### config.mk
export PLATFORM = sky130hd
export DESIGN_NAME = dbg_bp_matcher
export DESIGN_NICKNAME = d
export VERILOG_FILES = /design/src/rtl/dbg_bp_pkg.sv /design/src/rtl/dbg_bp_unit.sv /design/src/rtl/dbg_bp_regfile.sv /design/src/rtl/dbg_bp_status.sv /design/src/rtl/dbg_bp_matcher.sv
export SDC_FILE = /design/constraint.sdc
export NUM_CORES = 1
export LEC_CHECK = 0
export ABC_AREA = 1
export ABC_CLOCK_PERIOD_IN_PS = 3700
export BUFFER_PORTS_ARGS = -buffer_cell sky130_fd_sc_hd__buf_2
export CAP_MARGIN = 20
export CORE_MARGIN = 2
export CORE_UTILIZATION = 62
export DETAILED_ROUTE_END_ITERATION = 12
export PLACE_DENSITY = 0.82
export SYNTH_ARGS = -nofsm -noshare
export SYNTH_HDL_FRONTEND = slang
export SYNTH_SLANG_ARGS = --single-unit
### constraint.sdc
create_clock -name clk -period 3.7 [get_ports clk]
set_input_delay 0 -clock clk [delete_from_list [all_inputs] [get_ports clk]]
set_output_delay 0 -clock clk [all_outputs]
set_load 0.01 [all_outputs]
### src/rtl/dbg_bp_pkg.sv
package dbg_bp_pkg;

   typedef enum logic [1:0] {
      ACC_FETCH = 2'b00,
      ACC_DRD   = 2'b01,
      ACC_DWR   = 2'b10,
      ACC_IO    = 2'b11
   } acc_kind_e;

   localparam int CTRL_W       = 32;
   localparam int CTRL_EXT_BIT = 8;
   localparam int RA_W         = 3;
   localparam logic [RA_W-1:0] RA_CTRL = 3'd4;
   localparam logic [RA_W-1:0] RA_STAT = 3'd5;

   function automatic int type_lsb(input int n);
      return 16 + 4 * n;
   endfunction

   function automatic int len_lsb(input int n);
      return 18 + 4 * n;
   endfunction

endpackage

### src/rtl/dbg_bp_unit.sv
module dbg_bp_unit
   import dbg_bp_pkg::*;
#(
   parameter int ADDR_W = 32,
   parameter int IO_W   = 16,
   parameter bit EN_8B  = 1'b0
) (
   input  logic              en,
   input  logic              ext,
   input  logic [1:0]        bp_type,
   input  logic [1:0]        bp_len,
   input  logic [ADDR_W-1:0] bp_addr,
   input  logic              acc_valid,
   input  logic [1:0]        acc_kind,
   input  logic [ADDR_W-1:0] acc_addr,
   input  logic [1:0]        acc_size,
   output logic              hit
);

   logic [1:0]        mask_bits;
   logic              len_ok;
   logic [ADDR_W-1:0] low_mask;
   logic [ADDR_W-1:0] rng_lo;
   logic [ADDR_W-1:0] rng_hi;
   logic [ADDR_W-1:0] eff_addr;
   logic [3:0]        span;
   logic [ADDR_W:0]   acc_end;
   logic              overlap;
   logic              exec_hit;
   logic              data_sel;
   acc_kind_e         kind;

   assign kind = acc_kind_e'(acc_kind);

   always_comb begin
      case (bp_len)
         2'b00:   begin mask_bits = 2'd0; len_ok = 1'b1;  end
         2'b01:   begin mask_bits = 2'd1; len_ok = 1'b1;  end
         2'b11:   begin mask_bits = 2'd2; len_ok = 1'b1;  end
         default: begin mask_bits = 2'd3; len_ok = EN_8B; end
      endcase
   end

   assign low_mask = ~({ADDR_W{1'b1}} << mask_bits);
   assign rng_lo   = bp_addr & ~low_mask;
   assign rng_hi   = rng_lo | low_mask;

   generate
      if (ADDR_W > IO_W) begin : g_io_ext
         assign eff_addr = (kind == ACC_IO) ?
                           {{(ADDR_W-IO_W){1'b0}}, acc_addr[IO_W-1:0]} : acc_addr;
      end else begin : g_io_full
         assign eff_addr = acc_addr;
      end
   endgenerate

   assign span    = ~(4'b1111 << acc_size);
   assign acc_end = {1'b0, eff_addr} + (ADDR_W+1)'(span);
   assign overlap = ({1'b0, eff_addr} <= {1'b0, rng_hi}) &&
                    ({1'b0, rng_lo} <= acc_end);

   always_comb begin
      exec_hit = 1'b0;
      data_sel = 1'b0;
      case (bp_type)
         2'b00: exec_hit = (kind == ACC_FETCH) && (bp_len == 2'b00) &&
                           (acc_addr == bp_addr);
         2'b01: data_sel = (kind == ACC_DWR);
         2'b10: data_sel = ext && (kind == ACC_IO);
         default: data_sel = (kind == ACC_DRD) || (kind == ACC_DWR);
      endcase
   end

   assign hit = acc_valid && en && (exec_hit || (data_sel && len_ok && overlap));

endmodule

### src/rtl/dbg_bp_regfile.sv
module dbg_bp_regfile
   import dbg_bp_pkg::*;
#(
   parameter int NUM_BP = 4,
   parameter int ADDR_W = 32
) (
   input  logic                     clk,
   input  logic                     rst_n,
   input  logic                     wr_en,
   input  logic [RA_W-1:0]          addr,
   input  logic [ADDR_W-1:0]        wdata,
   input  logic [NUM_BP-1:0]        status,
   output logic [ADDR_W-1:0]        rdata,
   output logic [CTRL_W-1:0]        ctrl,
   output logic [NUM_BP*ADDR_W-1:0] bp_addr_flat
);

   logic [CTRL_W-1:0] ctrl_q;

   always_ff @(posedge clk) begin
      if (!rst_n)                        ctrl_q <= '0;
      else if (wr_en && addr == RA_CTRL) ctrl_q <= wdata[CTRL_W-1:0];
   end

   assign ctrl = ctrl_q;

   generate
      for (genvar i = 0; i < NUM_BP; i++) begin : g_bp
         logic [ADDR_W-1:0] addr_q;
         always_ff @(posedge clk) begin
            if (!rst_n)                             addr_q <= '0;
            else if (wr_en && addr == RA_W'(i))     addr_q <= wdata;
         end
         assign bp_addr_flat[i*ADDR_W +: ADDR_W] = addr_q;
      end
   endgenerate

   always_comb begin
      rdata = '0;
      if (addr == RA_CTRL)          rdata = ADDR_W'(ctrl_q);
      else if (addr == RA_STAT)     rdata = ADDR_W'(status);
      else if (int'(addr) < NUM_BP) rdata = bp_addr_flat[int'(addr)*ADDR_W +: ADDR_W];
   end

endmodule

### src/rtl/dbg_bp_status.sv
module dbg_bp_status #(
   parameter int NUM_BP = 4
) (
   input  logic              clk,
   input  logic              rst_n,
   input  logic [NUM_BP-1:0] hit,
   input  logic              clr_we,
   input  logic [NUM_BP-1:0] keep_mask,
   output logic [NUM_BP-1:0] status
);

   logic [NUM_BP-1:0] status_q;

   always_ff @(posedge clk) begin
      if (!rst_n) status_q <= '0;
      else        status_q <= (clr_we ? (status_q & keep_mask) : status_q) | hit;
   end

   assign status = status_q;

endmodule

### src/rtl/dbg_bp_matcher.sv
module dbg_bp_matcher
   import dbg_bp_pkg::*;
#(
   parameter int NUM_BP = 4,
   parameter int ADDR_W = 32,
   parameter int IO_W   = 16,
   parameter bit EN_8B  = 1'b0
) (
   input  logic              clk,
   input  logic              rst_n,
   input  logic              reg_wr_en,
   input  logic [2:0]        reg_addr,
   input  logic [ADDR_W-1:0] reg_wdata,
   output logic [ADDR_W-1:0] reg_rdata,
   input  logic              acc_valid,
   input  logic [1:0]        acc_kind,
   input  logic [ADDR_W-1:0] acc_addr,
   input  logic [1:0]        acc_size,
   output logic [NUM_BP-1:0] hit_vec
);

   generate
      if (NUM_BP != 4) begin : g_bad_num
         $error("dbg_bp_matcher: control layout fixes NUM_BP at 4");
      end
      if (ADDR_W < CTRL_W) begin : g_bad_addr
         $error("dbg_bp_matcher: ADDR_W must be at least the control width");
      end
      if (IO_W < 1 || IO_W > ADDR_W) begin : g_bad_io
         $error("dbg_bp_matcher: IO_W out of range");
      end
   endgenerate

   logic [CTRL_W-1:0]        ctrl_q;
   logic [NUM_BP-1:0]        status_q;
   logic [NUM_BP*ADDR_W-1:0] bp_addr_flat;
   logic                     stat_wr;

   assign stat_wr = reg_wr_en && (reg_addr == RA_STAT);

   dbg_bp_regfile #(.NUM_BP(NUM_BP), .ADDR_W(ADDR_W)) u_regs (
      .clk          (clk),
      .rst_n        (rst_n),
      .wr_en        (reg_wr_en),
      .addr         (reg_addr),
      .wdata        (reg_wdata),
      .status       (status_q),
      .rdata        (reg_rdata),
      .ctrl         (ctrl_q),
      .bp_addr_flat (bp_addr_flat)
   );

   generate
      for (genvar i = 0; i < NUM_BP; i++) begin : g_unit
         dbg_bp_unit #(.ADDR_W(ADDR_W), .IO_W(IO_W), .EN_8B(EN_8B)) u_unit (
            .en        (ctrl_q[i]),
            .ext       (ctrl_q[CTRL_EXT_BIT]),
            .bp_type   (ctrl_q[type_lsb(i) +: 2]),
            .bp_len    (ctrl_q[len_lsb(i) +: 2]),
            .bp_addr   (bp_addr_flat[i*ADDR_W +: ADDR_W]),
            .acc_valid (acc_valid),
            .acc_kind  (acc_kind),
            .acc_addr  (acc_addr),
            .acc_size  (acc_size),
            .hit       (hit_vec[i])
         );
      end
   endgenerate

   dbg_bp_status #(.NUM_BP(NUM_BP)) u_status (
      .clk       (clk),
      .rst_n     (rst_n),
      .hit       (hit_vec),
      .clr_we    (stat_wr),
      .keep_mask (reg_wdata[NUM_BP-1:0]),
      .status    (status_q)
   );

endmodule

==> impl.org <==
** Run status
- The flow ran to the end, but the final reports show violations.
- Violations in the final reports :: negative setup slack

** Worst setup path
- The worst setup path is launched from an input pin.
- Critical Setup Path Class :: input pin to output port
- Destination of the worst register-to-register timing path :: u_status.status[1]
- Type of element capturing the critical path :: output port
- In this run the worst setup path begins at acc_size[0].
- The worst register-to-register path begins at u_regs.ctrl[23].
- Of all nets on the critical path, the largest fanout is 4.
- At the worst endpoint, the arrival time is 3.79 ns.
- Required time of the worst setup path :: 3.70 ns
- The number of cells on the worst reg-to-reg path is 17.
- Setup slack of the most critical reg-to-reg path :: 0.55 ns

** Routing
- Initial DRC Count :: 1,917
- Antenna violation net count after detailed routing :: 0
- Dividing the detail-routed wire length by the instance count gives 22.64 um.
- Detailed-router iteration count before antenna repair :: 6
- After detailed routing, the number of vias per cell comes to 6.480.
- Overall routed net length :: 59,950 um
- The detailed router placed 17,160 vias in this run.
- In the routed design, unresolved DRC markers number 0.

** Run
- Number of max-cap violations :: 0

** Worst hold path
- The startpoint identified for the worst hold timing path is reg_wr_en.
- Worst hold path class :: input pin to register
- End point of the most critical hold path :: u_status.status[0]
- Cell depth of the worst hold path :: 4

** Synthesis
- Count of flip-flops with a built-in enable after synthesis :: 0
- Post-synth top area share :: 0.2221
- Among all flip-flop cells after synthesis, the most frequent one is sky130_fd_sc_hd__dfxtp_1.
- Top cells by area in the synthesized netlist :: sky130_fd_sc_hd__dfxtp_1, sky130_fd_sc_hd__ha_1, sky130_fd_sc_hd__a21oi_1, sky130_fd_sc_hd__o21ai_0, sky130_fd_sc_hd__nand2_1
- Post-Syn Area per Cell :: 6.992 um2
- Syn Inst Count :: 2,114
- Post-synthesis instance area :: 14,780 um2
- sky130_fd_sc_hd__dfxtp_1 takes more of the synthesized area than any other cell.
- For this run, asynchronously set or reset flops after synthesis account for 0.
- The synthesized design contains 164 register bits.
- The Yosys step of the flow raised 0 warnings.
- Cell variety after synth :: 56
- Number of nets in the synthesized netlist :: 2,448
- Share of synthesized area occupied by flip-flops and latches :: 0.2221

** CTS
- No sink is reached through more buffers than the 2 on the longest clock path.
- H-tree level count :: 4
- Clk Tree Root Cell :: sky130_fd_sc_hd__clkbuf_16
- Clock tree synthesis inserted a total of 17 buffers.
- For the worst-skew pair, the clock arrives at the later sink with an insertion delay of 0.46 ns.
- TritonCTS built the clock tree.
- Clock slew at the register clock pins of the worst setup and hold paths :: 0.08 ns
- Counting every sink on the clock net gives 164.

** Timing
- Setup violations remaining at the end of the flow were counted as 2.
- At the pin with the least slew margin, the transition time is 1.033 ns.
- Timing would allow up to 264.0 MHz.
- Post-route clock skew :: 0.02192 ns
- The number of failing hold endpoints at the final stage came to 0.
- Final clock period utilization by the worst path :: 1.024
- Setup Total Neg Slack :: -0.09492 ns
- The max-slew violation count was 0.
- Final worst path period need :: 3.788 ns
- RSZ-0062 raised after global routing :: true
- Setup slack on the critical path of the routed design comes to -0.08760 ns.
- Headroom to the max-slew limit came out at 0.3112.

** Global routing
- For this run the aggregate overflow at the end of global routing stands at 0.
- Wire length of the first global-routing pass :: 89,440 um
- The via count of the first global-routing pass is 16,260.
- Largest net degree at the start of global routing :: 103
- Gr usage total :: 0.4718
- The number of antenna violations at the first check in global routing is 0.

** Die
- The die covers 25,090 um2.
- Standard-cell rows :: 56
- The floorplan step set the die height to 158.4 um.
- In this run the horizontal extent of the chip is 158.4 um.
- The core region is 23,470 um2.
- The initial utilization of the core area, before any placement, comes to 0.6297.
- Num ports :: 111

** Pwr
- The design draws 5.256 mW.
- Across the VDD grid, the largest voltage drop is 294.5 uV.
- In this run the static leakage power is 7.818 nW.
- PwrDens :: 299.8 nW/um2

** Cells and area
- Antenna Cells :: 0
- In the final layout, the share of cells above drive strength 1 is 0.1520.
- The net count of the finished layout is 2,650.
- The area growth from synthesis to layout is 18.62%.

** Placed design
- PortBufs :: 110
- Final HPWL DP :: 44,690 um
- Global placer's final weighted congestion :: 1.077
[worst max path at each step]
stage,to,slack (ns),depth (start not counted)
floorplan,u_status.status[2],0.32,25
finish,hit_vec[2],-0.09,24
global route,hit_vec[0],-0.21,28
global placement,u_status.status[3],-0.10,27
detailed placement,u_status.status[2],-0.23,26
CTS,hit_vec[3],0.002,27
[synth_stat cells (2+ instances only)]
library cell,count
sky130_fd_sc_hd__nor2_2,6
sky130_fd_sc_hd__o21ai_1,3
sky130_fd_sc_hd__a21oi_1,280
sky130_fd_sc_hd__xor2_1,27
sky130_fd_sc_hd__inv_2,6
sky130_fd_sc_hd__o31ai_1,4
sky130_fd_sc_hd__clkinv_1,6
sky130_fd_sc_hd__nand2_1,303
sky130_fd_sc_hd__buf_2,2
sky130_fd_sc_hd__nand2_4,2
sky130_fd_sc_hd__o221ai_1,5
sky130_fd_sc_hd__nand3b_1,3
sky130_fd_sc_hd__clkbuf_1,64
sky130_fd_sc_hd__inv_1,272
sky130_fd_sc_hd__a21boi_0,3
sky130_fd_sc_hd__nor2_4,5
sky130_fd_sc_hd__nand4_1,76
sky130_fd_sc_hd__nor2_1,109
sky130_fd_sc_hd__and3_1,5
sky130_fd_sc_hd__nand3_1,44
sky130_fd_sc_hd__o22ai_1,67
sky130_fd_sc_hd__nand3_2,4
sky130_fd_sc_hd__a211oi_1,14
sky130_fd_sc_hd__nor4_1,26
sky130_fd_sc_hd__buf_1,6
sky130_fd_sc_hd__dfxtp_1,164
sky130_fd_sc_hd__a221oi_1,3
sky130_fd_sc_hd__o211ai_1,6
sky130_fd_sc_hd__o311ai_0,5
sky130_fd_sc_hd__or3_1,2
sky130_fd_sc_hd__a31oi_1,2
sky130_fd_sc_hd__nor3_1,17
sky130_fd_sc_hd__nor3_4,3
sky130_fd_sc_hd__nor4b_1,3
sky130_fd_sc_hd__xnor2_1,16
sky130_fd_sc_hd__o21ai_0,261
sky130_fd_sc_hd__o2111ai_1,3
sky130_fd_sc_hd__ha_1,258
sky130_fd_sc_hd__nand2_2,9
sky130_fd_sc_hd__buf_4,4
[power breakdown]
part	switching [mW]	internal [mW]	leakage, nW	total (mW)
logic	0.966	0.537	6.21	1.50
clock network	0.966	0.901	0.272	1.87
registers	0.0601	1.83	1.33	1.89
[what timing repair did]
| action | 4_1_cts | 5_1_grt |
|---|---|---|
| pin swaps | 9 | 17 |
| hold endpoints to repair | 164 | 0 |
| gates resized for setup | 17 | 51 |
| hold buffers | 33 | 0 |
| buffers inserted | 13 | 4 |
| setup endpoints to repair | 4 | 5 |
[cell families (layout without fill, tap and decap cells)]
family | Yosys count | after routing | synth area share
flip-flops | 164 | 164 | 0.2221
AND/OR/NAND/NOR | 626 | 626 | 0.1999
adder cells (fa/ha/maj) | 259 | 259 | 0.2198
buffers and inverters | 361 | 576 | 0.09337
XOR/XNOR | 43 | 43 | 0.02548
AO/OA/AOI/OAI | 661 | 661 | 0.2394
[registers in the layout, summed over array words and instances (netlist names)]
register            cells
u_regs.ctrl            32
u_regs.g_bp.addr_q    128
u_status.status         4
[final cells by class]
type	instances	area, um2
Sequential cell	164	3283
Tap cell	319	399.1
Inverter	284	1066
Timing Repair Buffer	260	1788
Multi-Input combinational cell	1589	10430
Clock inverter	14	141.4
Fill cell	1897	5939
Clock buffer	18	429.2
[through the flow]
stage / area [um2] / std cells / setup WS (ns) / hold slack [ns] / utilization
floorplan: 14780 / 2114 / 0.3206 / 0.1916 / -
global placement: 16170 / 2566 / -0.1015 / 0.3284 / 0.6890
detailed placement: 16170 / 2566 / -0.2347 / 0.3380 / 0.6890
CTS: 17250 / 2644 / 0.001843 / 0.02684 / 0.7350
global route: 17530 / 2648 / -0.2098 / 0.07139 / 0.7470
finish: 17530 / 2648 / -0.08760 / 0.04237 / 0.7470
[metal layers]
layer  GRT usage  routed length [um]  share of wire
met1      0.5538               21490           0.36
met2      0.7534               26760           0.45
met3      0.1203                6966           0.12
met4      0.3308                4728          0.079
met5           0                   0              0
[placed cells by master, fill, tap and decap left out, types with 11 or more instances in the layout]
cell type,n
sky130_fd_sc_hd__a211oi_1,13
sky130_fd_sc_hd__a21oi_1,277
sky130_fd_sc_hd__buf_2,106
sky130_fd_sc_hd__buf_4,117
sky130_fd_sc_hd__clkbuf_16,17
sky130_fd_sc_hd__dfxtp_1,164
sky130_fd_sc_hd__dlygate4sd3_1,33
sky130_fd_sc_hd__ha_1,250
sky130_fd_sc_hd__inv_1,267
sky130_fd_sc_hd__inv_2,11
sky130_fd_sc_hd__nand2_1,289
sky130_fd_sc_hd__nand2_2,23
sky130_fd_sc_hd__nand3_1,40
sky130_fd_sc_hd__nand4_1,76
sky130_fd_sc_hd__nor2_1,106
sky130_fd_sc_hd__nor3_1,15
sky130_fd_sc_hd__nor4_1,22
sky130_fd_sc_hd__o21ai_0,259
sky130_fd_sc_hd__o22ai_1,67
sky130_fd_sc_hd__xnor2_1,14
sky130_fd_sc_hd__xor2_1,23
[worst max-delay path, cell delays in order]
cell	delay, ns
sky130_fd_sc_hd__buf_8	0.10
sky130_fd_sc_hd__or2_2	0.32
sky130_fd_sc_hd__ha_4	0.18
sky130_fd_sc_hd__fa_2	0.38
sky130_fd_sc_hd__buf_4	0.16
sky130_fd_sc_hd__nand3_1	0.08
sky130_fd_sc_hd__nand2_1	0.09
sky130_fd_sc_hd__nand2_2	0.13
sky130_fd_sc_hd__nor3_2	0.08
sky130_fd_sc_hd__xnor2_1	0.13
sky130_fd_sc_hd__buf_4	0.17
sky130_fd_sc_hd__ha_4	0.27
sky130_fd_sc_hd__nand4_1	0.20
sky130_fd_sc_hd__inv_2	0.17
sky130_fd_sc_hd__nand4_1	0.16
sky130_fd_sc_hd__nor4_4	0.31
sky130_fd_sc_hd__nand4_1	0.12
sky130_fd_sc_hd__or2_1	0.26
sky130_fd_sc_hd__nand2_2	0.09
sky130_fd_sc_hd__nand2_1	0.06
sky130_fd_sc_hd__nand2_2	0.09
sky130_fd_sc_hd__nand2_2	0.06
sky130_fd_sc_hd__inv_1	0.05
sky130_fd_sc_hd__buf_2	0.12
No activity file was read; power rests on OpenSTA's default activity.
